<file path="src/rtl/memtest_pkg.sv">
package memtest_pkg;

  typedef enum logic [1:0] {
    ERR_NONE  = 2'd0,
    ERR_STALE = 2'd1,
    ERR_DATA  = 2'd2
  } err_t;

  typedef enum logic [1:0] {
    CMP_SIG,
    CMP_PRE,
    CMP_WALK,
    CMP_ZERO
  } cmp_kind_t;

  typedef enum logic [3:0] {
    S_IDLE, S_PWR, S_PRD, S_PWT, S_PCK,
    S_FWR,
    S_CRD, S_CWT, S_CCK,
    S_WWR, S_WRD, S_WWT, S_WCK,
    S_DONE
  } state_t;

  // Signature byte k of a probe point
  function automatic logic [7:0] sig_byte(input logic [1:0] k);
    case (k)
      2'd0:    return 8'h00;
      2'd1:    return 8'hFF;
      2'd2:    return 8'h55;
      default: return 8'hAA;
    endcase
  endfunction

  // Bits reported as faulty for a given kind of check
  function automatic logic [7:0] fault_bits(input cmp_kind_t kind,
                                            input logic [7:0] rd,
                                            input logic [7:0] exp);
    case (kind)
      CMP_PRE:  return ~rd;
      CMP_WALK: return rd & ~exp;
      CMP_ZERO: return rd;
      default:  return rd ^ exp;
    endcase
  endfunction

endpackage

</file>
<file path="src/rtl/memtest_rdreg.sv">
module memtest_rdreg (
  input  logic       clk,
  input  logic       rst_n,
  input  logic       cap,
  input  logic [7:0] d,
  output logic [7:0] q
);
  always_ff @(posedge clk) begin
    if (!rst_n)   q <= 8'h00;
    else if (cap) q <= d;
  end
endmodule

</file>
<file path="src/rtl/memtest_cmp.sv">
module memtest_cmp
  import memtest_pkg::*;
(
  input  cmp_kind_t  kind,
  input  logic [7:0] rd,
  input  logic [7:0] exp,
  output logic       mismatch,
  output logic [7:0] mask
);
  assign mismatch = (rd != exp);
  assign mask     = fault_bits(kind, rd, exp);
endmodule

</file>
<file path="src/rtl/memtest_engine.sv">
module memtest_engine
  import memtest_pkg::*;
#(
  parameter int ADDR_W = 16,
  parameter int STEP   = 1024
) (
  input  logic              clk,
  input  logic              rst_n,
  input  logic              start,
  input  logic [ADDR_W-1:0] start_addr,
  input  logic [ADDR_W-1:0] max_addr,
  output logic [ADDR_W-1:0] mem_addr,
  output logic              mem_we,
  output logic [7:0]        mem_wdata,
  input  logic [7:0]        mem_rdata,
  output logic              busy,
  output logic              done,
  output logic [ADDR_W-1:0] last_addr,
  output logic [ADDR_W:0]   size,
  output logic [1:0]        err_code,
  output logic [ADDR_W-1:0] err_addr,
  output logic [7:0]        err_mask
);
  localparam int AW1 = ADDR_W + 1;
  localparam logic [AW1-1:0] STEP_X  = AW1'(STEP);
  localparam logic [AW1-1:0] ALIGN_M = ~(STEP_X - AW1'(1));

  // Next probe point: first point is rounded down, then one step on
  function automatic logic [AW1-1:0] next_point(input logic [AW1-1:0] p,
                                                input logic first);
    return (first ? (p & ALIGN_M) : p) + STEP_X;
  endfunction

  state_t          state_q;
  logic [AW1-1:0]  probe_q, cur_q, end_q;
  logic [ADDR_W-1:0] start_q, max_q;
  logic [1:0]      k_q;
  logic            first_q;
  logic [7:0]      bit_q;

  logic [AW1-1:0]  start_x, max_x, addr_x, probe_nxt, end_nxt;
  logic            fill_empty, last_loc;
  cmp_kind_t       kind;
  logic [7:0]      exp_byte, rd_q, flt_mask;
  logic            mismatch, cap;

  // Named internal events for the checker
  logic ev_pre_fail, ev_walk_fail, ev_fill_wr;

  assign start_x = {1'b0, start_q};
  assign max_x   = {1'b0, max_q};

  always_comb begin
    mem_we    = 1'b0;
    mem_wdata = 8'h00;
    addr_x    = cur_q;
    kind      = CMP_PRE;
    exp_byte  = 8'hFF;
    case (state_q)
      S_PWR: begin
        mem_we    = 1'b1;
        addr_x    = probe_q + AW1'(k_q);
        mem_wdata = sig_byte(k_q);
      end
      S_PRD, S_PWT: addr_x = probe_q + AW1'(k_q);
      S_PCK: begin
        addr_x   = probe_q + AW1'(k_q);
        kind     = CMP_SIG;
        exp_byte = sig_byte(k_q);
      end
      S_FWR: begin
        mem_we    = 1'b1;
        mem_wdata = 8'hFF;
      end
      S_WWR: begin
        mem_we    = 1'b1;
        mem_wdata = bit_q;
      end
      S_WCK: begin
        kind     = (bit_q == 8'h00) ? CMP_ZERO : CMP_WALK;
        exp_byte = bit_q;
      end
      default: ;
    endcase
  end

  assign mem_addr = addr_x[ADDR_W-1:0];
  assign cap      = (state_q == S_PWT) || (state_q == S_CWT) || (state_q == S_WWT);

  memtest_rdreg u_rdreg (
    .clk  (clk),
    .rst_n(rst_n),
    .cap  (cap),
    .d    (mem_rdata),
    .q    (rd_q)
  );

  memtest_cmp u_cmp (
    .kind    (kind),
    .rd      (rd_q),
    .exp     (exp_byte),
    .mismatch(mismatch),
    .mask    (flt_mask)
  );

  assign probe_nxt  = next_point(probe_q, first_q);
  assign end_nxt    = mismatch ? probe_q : (max_x + AW1'(1));
  assign fill_empty = (start_x >= end_nxt);
  assign last_loc   = ((cur_q + AW1'(1)) >= end_q);

  assign ev_pre_fail  = (state_q == S_CCK) && mismatch;
  assign ev_walk_fail = (state_q == S_WCK) && mismatch;
  assign ev_fill_wr   = (state_q == S_FWR);

  assign busy      = (state_q != S_IDLE) && (state_q != S_DONE);
  assign done      = (state_q == S_DONE);
  assign last_addr = ADDR_W'(end_q - AW1'(1));
  assign size      = end_q - start_x;

  always_ff @(posedge clk) begin
    if (!rst_n) begin
      state_q  <= S_IDLE;
      probe_q  <= '0;
      cur_q    <= '0;
      end_q    <= '0;
      start_q  <= '0;
      max_q    <= '0;
      k_q      <= 2'd0;
      first_q  <= 1'b0;
      bit_q    <= 8'h00;
      err_code <= ERR_NONE;
      err_addr <= '0;
      err_mask <= 8'h00;
    end else begin
      case (state_q)
        S_IDLE, S_DONE: if (start) begin
          start_q  <= start_addr;
          max_q    <= max_addr;
          probe_q  <= {1'b0, start_addr};
          end_q    <= {1'b0, start_addr};
          k_q      <= 2'd0;
          first_q  <= 1'b1;
          err_code <= ERR_NONE;
          err_addr <= '0;
          err_mask <= 8'h00;
          state_q  <= S_PWR;
        end
        S_PWR: begin
          k_q <= k_q + 2'd1;
          if (k_q == 2'd3) state_q <= S_PRD;
        end
        S_PRD: state_q <= S_PWT;
        S_PWT: state_q <= S_PCK;
        S_PCK: begin
          if (mismatch || (k_q == 2'd3 && probe_nxt > max_x)) begin
            end_q   <= end_nxt;
            cur_q   <= start_x;
            state_q <= fill_empty ? S_DONE : S_FWR;
          end else if (k_q == 2'd3) begin
            k_q     <= 2'd0;
            first_q <= 1'b0;
            probe_q <= probe_nxt;
            state_q <= S_PWR;
          end else begin
            k_q     <= k_q + 2'd1;
            state_q <= S_PRD;
          end
        end
        S_FWR: begin
          if (last_loc) begin
            cur_q   <= start_x;
            state_q <= S_CRD;
          end else begin
            cur_q <= cur_q + AW1'(1);
          end
        end
        S_CRD: state_q <= S_CWT;
        S_CWT: state_q <= S_CCK;
        S_CCK: begin
          if (mismatch) begin
            err_code <= ERR_STALE;
            err_addr <= cur_q[ADDR_W-1:0];
            err_mask <= flt_mask;
            state_q  <= S_DONE;
          end else begin
            bit_q   <= 8'h01;
            state_q <= S_WWR;
          end
        end
        S_WWR: state_q <= S_WRD;
        S_WRD: state_q <= S_WWT;
        S_WWT: state_q <= S_WCK;
        S_WCK: begin
          if (mismatch) begin
            err_code <= ERR_DATA;
            err_addr <= cur_q[ADDR_W-1:0];
            err_mask <= flt_mask;
            state_q  <= S_DONE;
          end else if (bit_q == 8'h00) begin
            if (last_loc) begin
              state_q <= S_DONE;
            end else begin
              cur_q   <= cur_q + AW1'(1);
              state_q <= S_CRD;
            end
          end else begin
            bit_q   <= bit_q << 1;
            state_q <= S_WWR;
          end
        end
        default: state_q <= S_IDLE;
      endcase
    end
  end

endmodule

</file>
<file path="config.mk">
export PLATFORM = sky130hd
export DESIGN_NAME = memtest_engine
export DESIGN_NICKNAME = d
export VERILOG_FILES = /design/src/rtl/memtest_pkg.sv /design/src/rtl/memtest_rdreg.sv /design/src/rtl/memtest_cmp.sv /design/src/rtl/memtest_engine.sv
export SDC_FILE = /design/constraint.sdc
export NUM_CORES = 1
export LEC_CHECK = 0
export BUFFER_PORTS_ARGS = -buffer_cell sky130_fd_sc_hd__clkbuf_2
export CAP_MARGIN = 30
export CORE_AREA = 3 3 203 205
export DETAILED_ROUTE_END_ITERATION = 6
export DIE_AREA = 0 0 206 208
export GPL_TIMING_DRIVEN = 0
export SLEW_MARGIN = 20
export SYNTH_ARGS = -nofsm -noshare
export SYNTH_HDL_FRONTEND = slang
export SYNTH_HIERARCHICAL = 1
export SYNTH_SLANG_ARGS = --single-unit
</file>
<file path="constraint.sdc">
create_clock -name clk -period 14 [get_ports clk]
set_clock_uncertainty 0.15 [all_clocks]
set_input_delay 2.8 -clock clk [delete_from_list [all_inputs] [get_ports clk]]
set_output_delay 2.8 -clock clk [all_outputs]
set_load 0.05 [all_outputs]
</file>
==> run summary, run 1 <==
At the worst endpoint, the required time is 11.05 ns. The first-pass iteration count of the detailed router is 5, and the proportion of netlist area held by the largest area contributor is 26.8%. After detailed routing, the total wire length is 37.4 mm. The logs give 56.9 mm for the wire length of the first global-routing pass and 4 for the number of levels in the clock H-tree. For this run, the leading register cell type out of synthesis is sky130_fd_sc_hd__dfxtp_1.

For the number of placement rows, the log shows 73. sky130_fd_sc_hd__dfxtp_1 takes more of the synthesized area than any other cell. The post-CTS setup-driven buffer insertion count is 0. For the finished layout, the period the worst path requires is 7.01 ns. The tools report the clock latency at the later pin of the worst-skew pair as 0.44 ns. In this run the worst setup path begins at end_q[0]$_SDFFE_PN0P_. The run gives 802 as the iteration-0 DRC count of the detailed router. TritonCTS built the clock tree. In the final timing run, aggregate negative setup slack is 0 ns.

Synthesis handed over a netlist of 1332 instances. The signal on the critical path passes through inv_1, ha_1, fa_1, nor2b_1, o31a_2, nor4_2, or4_1, a31oi_1, a41oi_2, mux2i_1, a2111oi_2, clkbuf_2. The flow ran to the end, and the final reports show no timing, DRC or antenna violations. The average wire per standard cell was 18.5 um; the final net count was 1605.

The tools report the signal arrival time at the worst endpoint as 4.06 ns. The highest-delay cell along the critical path was sky130_fd_sc_hd__or4_1. The HPWL after detailed placement is 30.0 mm. The final weighted congestion in routability-driven placement was 0.942; the clock slew seen by the registers of the worst setup and hold paths was 0.06 ns. After clock tree synthesis, the repair step resized 0 gates. Setup repair after global routing left no endpoint under its margin.

The total of hold buffers inserted after clock tree synthesis is 0, and the slew at the pin closest to its max-slew limit is 0.929 ns. The global-route usage over all layers came out at 17.1%. Global routing finished with a remaining overflow of 0.

The number of clock sinks seen by CTS is 132. The average footprint of a synthesized cell works out to 7.39 um^2. I/O pin count: 129. In the routed design, unresolved DRC markers number 0. The run gives 6 as the yosys synthesis warning count. The run gives 0 as the number of hold violations in the final report. The worst hold path terminates at err_addr[2]$_SDFFE_PN0P_. The final setup slack of the worst path was 6.99 ns; the starting utilization of the core area was 24.8%. After synthesis, the cell types taking the most area are sky130_fd_sc_hd__dfxtp_1 27%, sky130_fd_sc_hd__ha_1 10%, sky130_fd_sc_hd__a21oi_1 8.9%, sky130_fd_sc_hd__nand2_1 7.0%, sky130_fd_sc_hd__xnor2_1 5.6%.

For the number of antenna violations at the first check in global routing, the log shows 3. Worst-path maximum fanout: 6. The startpoint identified for the worst hold timing path is err_addr[2]$_SDFFE_PN0P_.

Measured along the x axis, the die boundary spans 206 um. The run gives 26.8% as the sequential fraction of the synthesis area. Kind of launch point of the worst setup path: a flop.

Yosys mapped the design onto 75 distinct sky130hd cell types. The non-filler instance count after layout came out at 2017. The synthesized design contains 0 enable-type register cells. In this run the vertical extent of the chip is 208 um.

For the number of max-slew violations in the final report, the log shows 0. The repair_antennas step left the layout with diodes totalling 0. The detailed-route vias per instance is 5.05, and the worst-case hold slack is 0.319 ns.

The depth of the worst register-to-register path is 21. TritonCTS created 17 clock buffers. For this run, asynchronously set or reset flops after synthesis account for 0%. The min-delay analysis places its worst path in the category reg2reg. The detailed router placed 10200 vias in this run. For the number of nets produced by synthesis, the log shows 1458. The number of placed instances, taps included, is 1985. For this run, the slowest stage of the critical path takes 0.56 ns.

The cell family contributing the most delay on the critical path is compound AO/OA/AOI/OAI gates. Area growth from synthesis to layout: 19.0%. The die area was 0.0428 mm^2. The worst register-to-register path ends at state_q[3]$_SDFFE_PN0P_.

The share of post-route cells with drive strength above 1 works out to 14.5%. The worst path buffer plus inverter count is 2, and the timing-limited maximum frequency is 143 MHz. The cell with the most instances after synthesis is sky130_fd_sc_hd__nand2_1. In the finished design, the share of the clock period the worst path needs comes to 50.1%.

The register-to-register setup slack is 7.78 ns. Counting instances in the post-synthesis netlist gives the leading cell types as 183 x sky130_fd_sc_hd__nand2_1, 176 x sky130_fd_sc_hd__a21oi_1, 132 x sky130_fd_sc_hd__dfxtp_1, 112 x sky130_fd_sc_hd__nor2_1, 87 x sky130_fd_sc_hd__inv_1. In this run the critical register-to-register path is launched from state_q[2]$_SDFFE_PN0P_. The worst hold path passes through 2 cells. The register bit total from synthesis was 132; the core area was 0.0396 mm^2.

The kind of critical path is reg2out. The number of maximum-capacitance constraint violations was 0; the number of antenna-violating nets in the routed design was 0. Prior to clock tree synthesis, the placed netlist has a worst setup slack of 7.43 ns.

For the maximum clock path buffer count, the log shows 2. STA classifies the critical path endpoint as an output pin. Setup violations remaining at the end of the flow were counted as 0. Number of global-route vias before repair: 9635. The count of buffers added on input and output ports is 128.

The logs give 0.00984 mm^2 for the area of the mapped netlist and 17 for the largest net degree at the start of global routing. The buffer type at the clock tree root was sky130_fd_sc_hd__clkbuf_16. Headroom to the max-slew limit came out at 37.6%.
-- kinds of logic (layout without fill, tap and decap cells) --
logic type	after synthesis	in the layout	share of synthesized area [%]
AND/OR/NAND/NOR	491	491	23.1
AO/OA/AOI/OAI	346	346	21.6
buffers and inverters	167	327	7.18
flip-flops	132	132	26.8
adder cells (fa/ha/maj)	83	83	10.7
XOR/XNOR	78	78	6.94
multiplexers	35	35	3.65
-- worst min-delay path, cell delays in order, from the launching register on --
cell and delay [ns]:
sky130_fd_sc_hd__dfxtp_1 0.31, sky130_fd_sc_hd__nand3_1 0.06, sky130_fd_sc_hd__a21oi_1 0.06
-- stage by stage --
step	utilization, %	area (um^2)
after floorplan	-	9840
after global placement	28.1	11100
after detailed placement	28.1	11100
after CTS	29.5	11700
after global routing	29.5	11700
final	29.5	11700
-- flip-flops by register name, summed over array words and instances, names as in the netlist, 8 cells and up --
name       count
bit_q          8
cur_q         17
end_q         17
err_addr      16
err_mask       8
max_q         16
probe_q       17
start_q       16
u_rdreg/q      8
-- worst max-delay path by stage --
| stage | endpoint | depth (start not counted) |
|---|---|---|
| 2_1_floorplan | size[16] | 11 |
| 3_3_place_gp | size[16] | 12 |
| 3_5_place_dp | size[16] | 12 |
| 4_1_cts | size[16] | 12 |
| 5_1_grt | size[16] | 12 |
| 6_report | size[16] | 12 |
-- metal layers --
metal	track usage [%]	routed length [um]	up-vias
li1	-	-	4932
met1	23.0	16700	4799
met2	27.6	17200	383
met3	3.91	2740	58
met4	4.54	745	6
met5	0	46	-
-- area by class of cell --
| class | count | area [um^2] |
|---|---|---|
| fillers | 4341 | 27900 |
| flip-flops and latches | 132 | 2640 |
| plain buffers | 78 | 373 |
| multi-input cells | 1033 | 6490 |
| clock inverters | 13 | 126 |
| clock buffers | 19 | 443 |
| inverters | 89 | 334 |
| repair buffers | 128 | 641 |
| well taps | 525 | 657 |
-- cells in the final DEF (no fill, tap or decap), types with 6 or more instances in the layout --
cell	netlist	routed
sky130_fd_sc_hd__o21ai_1	9	9
sky130_fd_sc_hd__o211ai_1	15	15
sky130_fd_sc_hd__a31oi_1	10	10
sky130_fd_sc_hd__ha_1	81	81
sky130_fd_sc_hd__a21oi_1	176	176
sky130_fd_sc_hd__clkbuf_2	0	128
sky130_fd_sc_hd__xnor2_1	63	63
sky130_fd_sc_hd__a211oi_2	7	7
sky130_fd_sc_hd__clkbuf_1	54	55
sky130_fd_sc_hd__nand2_1	183	183
sky130_fd_sc_hd__o21ai_0	55	55
sky130_fd_sc_hd__buf_2	10	10
sky130_fd_sc_hd__xor2_1	15	15
sky130_fd_sc_hd__mux2_2	7	7
sky130_fd_sc_hd__and3_1	9	9
sky130_fd_sc_hd__mux2i_1	28	28
sky130_fd_sc_hd__nor4_1	9	9
sky130_fd_sc_hd__nor3_1	26	26
sky130_fd_sc_hd__a21o_1	8	8
sky130_fd_sc_hd__nand2b_1	12	12
sky130_fd_sc_hd__or3_1	10	10
sky130_fd_sc_hd__nand3_1	61	61
sky130_fd_sc_hd__o22a_1	9	9
sky130_fd_sc_hd__o21a_1	12	12
sky130_fd_sc_hd__and2_1	6	6
sky130_fd_sc_hd__inv_1	87	87
sky130_fd_sc_hd__nor2_1	112	112
sky130_fd_sc_hd__clkbuf_16	0	17
sky130_fd_sc_hd__nand4_1	17	17
sky130_fd_sc_hd__dfxtp_1	132	132
sky130_fd_sc_hd__nor2b_1	24	24
Power of run 1 is left out: the tool's default activity adds up to more than one toggle a clock period on the data nets, which glitch-free logic cannot reach.
==> run 2: changes to the inputs <==
==> constraint.sdc (replaced) <==
create_clock -name clk -period 6.33 [get_ports clk]
set_clock_uncertainty 0.15 [all_clocks]
set_input_delay 1.266 -clock clk [delete_from_list [all_inputs] [get_ports clk]]
set_output_delay 1.266 -clock clk [all_outputs]
set_load 0.05 [all_outputs]
==> run summary, run 2 (synthesis results as in run 1) <==
The flow ran to the end, and the final reports show no timing, DRC or antenna violations. The tools report the via count of the routed design as 10100 (-0.39%). The final weighted congestion in routability-driven placement was 0.942 (unchanged). Number of diodes: 0 (unchanged). The run gives 56.9 mm (about the same) as the wire length of the first global-routing pass. In the final layout, the registers with the most flip-flops are cur_q: 17 flops, end_q: 17 flops, probe_q: 17 flops. For the number of clock sinks seen by CTS, the log shows 132 (unchanged).

The total of hold buffers inserted after clock tree synthesis was 0 (unchanged). The final-report setup violation count was 0 (unchanged). The post-route cell area came out at 0.0117 mm^2 (about the same). The worst path in the final design needs a cycle of 5.96 ns, including I/O delays and setup.

The iteration-0 DRC count of the detailed router is 825 (+2.9%), and the first-pass iteration count of the detailed router is 7 (+2). The number of max-slew violations in the final report came out at 0 (unchanged). The worst-path maximum fanout is 10 (+4). The die boundary width came out at 206 um (unchanged).

The tools report the post-cts resize count as 0 (unchanged). Dividing the final minimum period by the clock period gives 94.1%. The port buffer count came out at 128 (unchanged). The share of post-route cells with drive strength above 1 was 14.7% (+0.13 points); the number of levels in the clock H-tree was 4 (unchanged). TritonCTS built the clock tree. The slew at the pin closest to its max-slew limit was 0.928 ns (-0.00103 ns). For the die area, the log shows 0.0428 mm^2 (unchanged). The tightest slew margin relative to the limit was 38.1% (+0.55 points); the detailed-route vias per instance was 5.03 (-0.39%). The global route total overflow is 0 (unchanged), and the placed cell area is 0.0111 mm^2 (unchanged). The number of antenna violations at the first check in global routing came out at 3 (unchanged). The tree is rooted in a sky130_fd_sc_hd__clkbuf_16. The chip height was 208 um (unchanged); the half-perimeter wire length after detailed placement was 30.0 mm (unchanged).

STA classifies the critical path endpoint as a flop. The run gives 1605 (unchanged) as the final net count. The delay of the slowest cell on the worst path works out to 0.69 ns (+0.13 ns). For the I/O pin count, the log shows 129 (unchanged). The signal arrival time at the worst endpoint is 6.13 ns (+2.07 ns), and the total negative slack for setup checks is 0 ns (unchanged).

Global-route usage over all layers: 17.1% (about the same). The starting utilization of the core area is 24.8% (unchanged). The kind of launch point of the worst setup path is a flop.

Traced cell by cell, the critical path runs through buf_2, nand2_1, nor3_2, clkbuf_1, nand2_1, nand2_1, inv_1, ha_1, nand4_1, or4_1, clkbuf_1, o21ai_0, ha_1, nand2b_1, a21o_1, a21oi_1, o21ai_0, a2111oi_0, o21a_1, o31ai_1, a41o_1. Number of antenna-violating nets in the routed design: 0 (unchanged). The run gives 0 (unchanged) as the number of maximum-capacitance constraint violations.

Post-CTS setup-driven buffer insertion count: 0 (unchanged). Derived from the worst setup path, the maximum achievable clock frequency is 168 MHz. The maximum clock path buffer count is 2 (unchanged). Leading cell type in the layout, fill and taps excluded: sky130_fd_sc_hd__nand2_1. In the layout the commonest cells are 183 x sky130_fd_sc_hd__nand2_1, 176 x sky130_fd_sc_hd__a21oi_1, 132 x sky130_fd_sc_hd__dfxtp_1.

The clock latency at the later pin of the worst-skew pair was 0.44 ns (about the same). The number of global-route vias before repair was 9620 (-0.16%). The number of placement rows is 73 (unchanged), and the clock slew seen by the registers of the worst setup and hold paths is 0.06 ns (about the same). For the routed wire length, the log shows 37.5 mm (+0.31%).

Worst path required time: 6.50 ns (-4.55 ns). The run gives 0.0396 mm^2 (unchanged) as the core area. Highest-delay cell along the critical path: sky130_fd_sc_hd__or4_1.

The worst setup path is of the reg2reg kind. In this design, the largest share of critical-path delay is due to compound AO/OA/AOI/OAI gates. The most numerous cell on the critical path is sky130_fd_sc_hd__nand2_1.

The logs give 0 (unchanged) for the number of hold violations in the final report and 17 (unchanged) for the largest net degree at the start of global routing. The number of remaining DRC errors came out at 0 (unchanged). The average wire per standard cell works out to 18.6 um (+0.31%).

Setup repair after global routing left no endpoint under its margin. For the CTS buffer count, the log shows 17 (unchanged). The worst path buffer plus inverter count works out to 4 (+2). The worst hold path belongs to the class reg2reg.

The area growth from synthesis to layout came out at 19.0% (about the same).
[run 2: cell counts in the layout (fill, tap and decap cells not counted)]
No cell type changed its count.
[run 2: area by class of cell]
cell class	count	area, um^2
multi-input combinational	1033	6500
tap	525	657
timing repair buffer	128	641
buffer	78	374
clock buffer	19	443
inverter	89	334
clock inverter	13	126
fill	4340	27900
sequential	132	2640
[run 2: worst paths after layout]
kind	startpoint	endpoint	slack, ns	depth (start not counted)
max	state_q[2]$_SDFFE_PN0P_	state_q[3]$_SDFFE_PN0P_	0.37	21
min	err_addr[2]$_SDFFE_PN0P_	err_addr[2]$_SDFFE_PN0P_	0.32	2
max reg2reg	state_q[2]$_SDFFE_PN0P_	state_q[3]$_SDFFE_PN0P_	0.37	21
min reg2reg	err_addr[2]$_SDFFE_PN0P_	err_addr[2]$_SDFFE_PN0P_	0.32	2
[run 2: worst reg2reg max path: stages, from the launching register on]
cell and delay [ns]:
sky130_fd_sc_hd__dfxtp_1 0.41, sky130_fd_sc_hd__buf_2 0.25, sky130_fd_sc_hd__nand2_1 0.16, sky130_fd_sc_hd__nor3_2 0.47
sky130_fd_sc_hd__clkbuf_1 0.47, sky130_fd_sc_hd__nand2_1 0.11, sky130_fd_sc_hd__nand2_1 0.08, sky130_fd_sc_hd__inv_1 0.04
sky130_fd_sc_hd__ha_1 0.28, sky130_fd_sc_hd__nand4_1 0.11, sky130_fd_sc_hd__or4_1 0.69, sky130_fd_sc_hd__clkbuf_1 0.34
sky130_fd_sc_hd__o21ai_0 0.36, sky130_fd_sc_hd__ha_1 0.29, sky130_fd_sc_hd__nand2b_1 0.14, sky130_fd_sc_hd__a21o_1 0.18
sky130_fd_sc_hd__a21oi_1 0.13, sky130_fd_sc_hd__o21ai_0 0.11, sky130_fd_sc_hd__a2111oi_0 0.51, sky130_fd_sc_hd__o21a_1 0.23
sky130_fd_sc_hd__o31ai_1 0.10, sky130_fd_sc_hd__a41o_1 0.24
[run 2: routing by layer]
layer  GRT usage, %  wire length, um
met5              0               48
met4           4.45              762
met3           3.88             2600
met2           27.6            17200
met1           23.0            16900
[run 2: stage by stage]
stage	hold slack (ns)	worst slack, ns	instances	util [%]
after floorplan	0.294	1.06	1332	-
after global placement	0.303	0.226	1985	28.1
after detailed placement	0.311	0.251	1985	28.1
after CTS	0.320	0.181	2017	29.5
after global routing	0.349	0.00800	2017	29.6
final	0.318	0.375	2017	29.6
Power of run 2 is left out for the same reason.
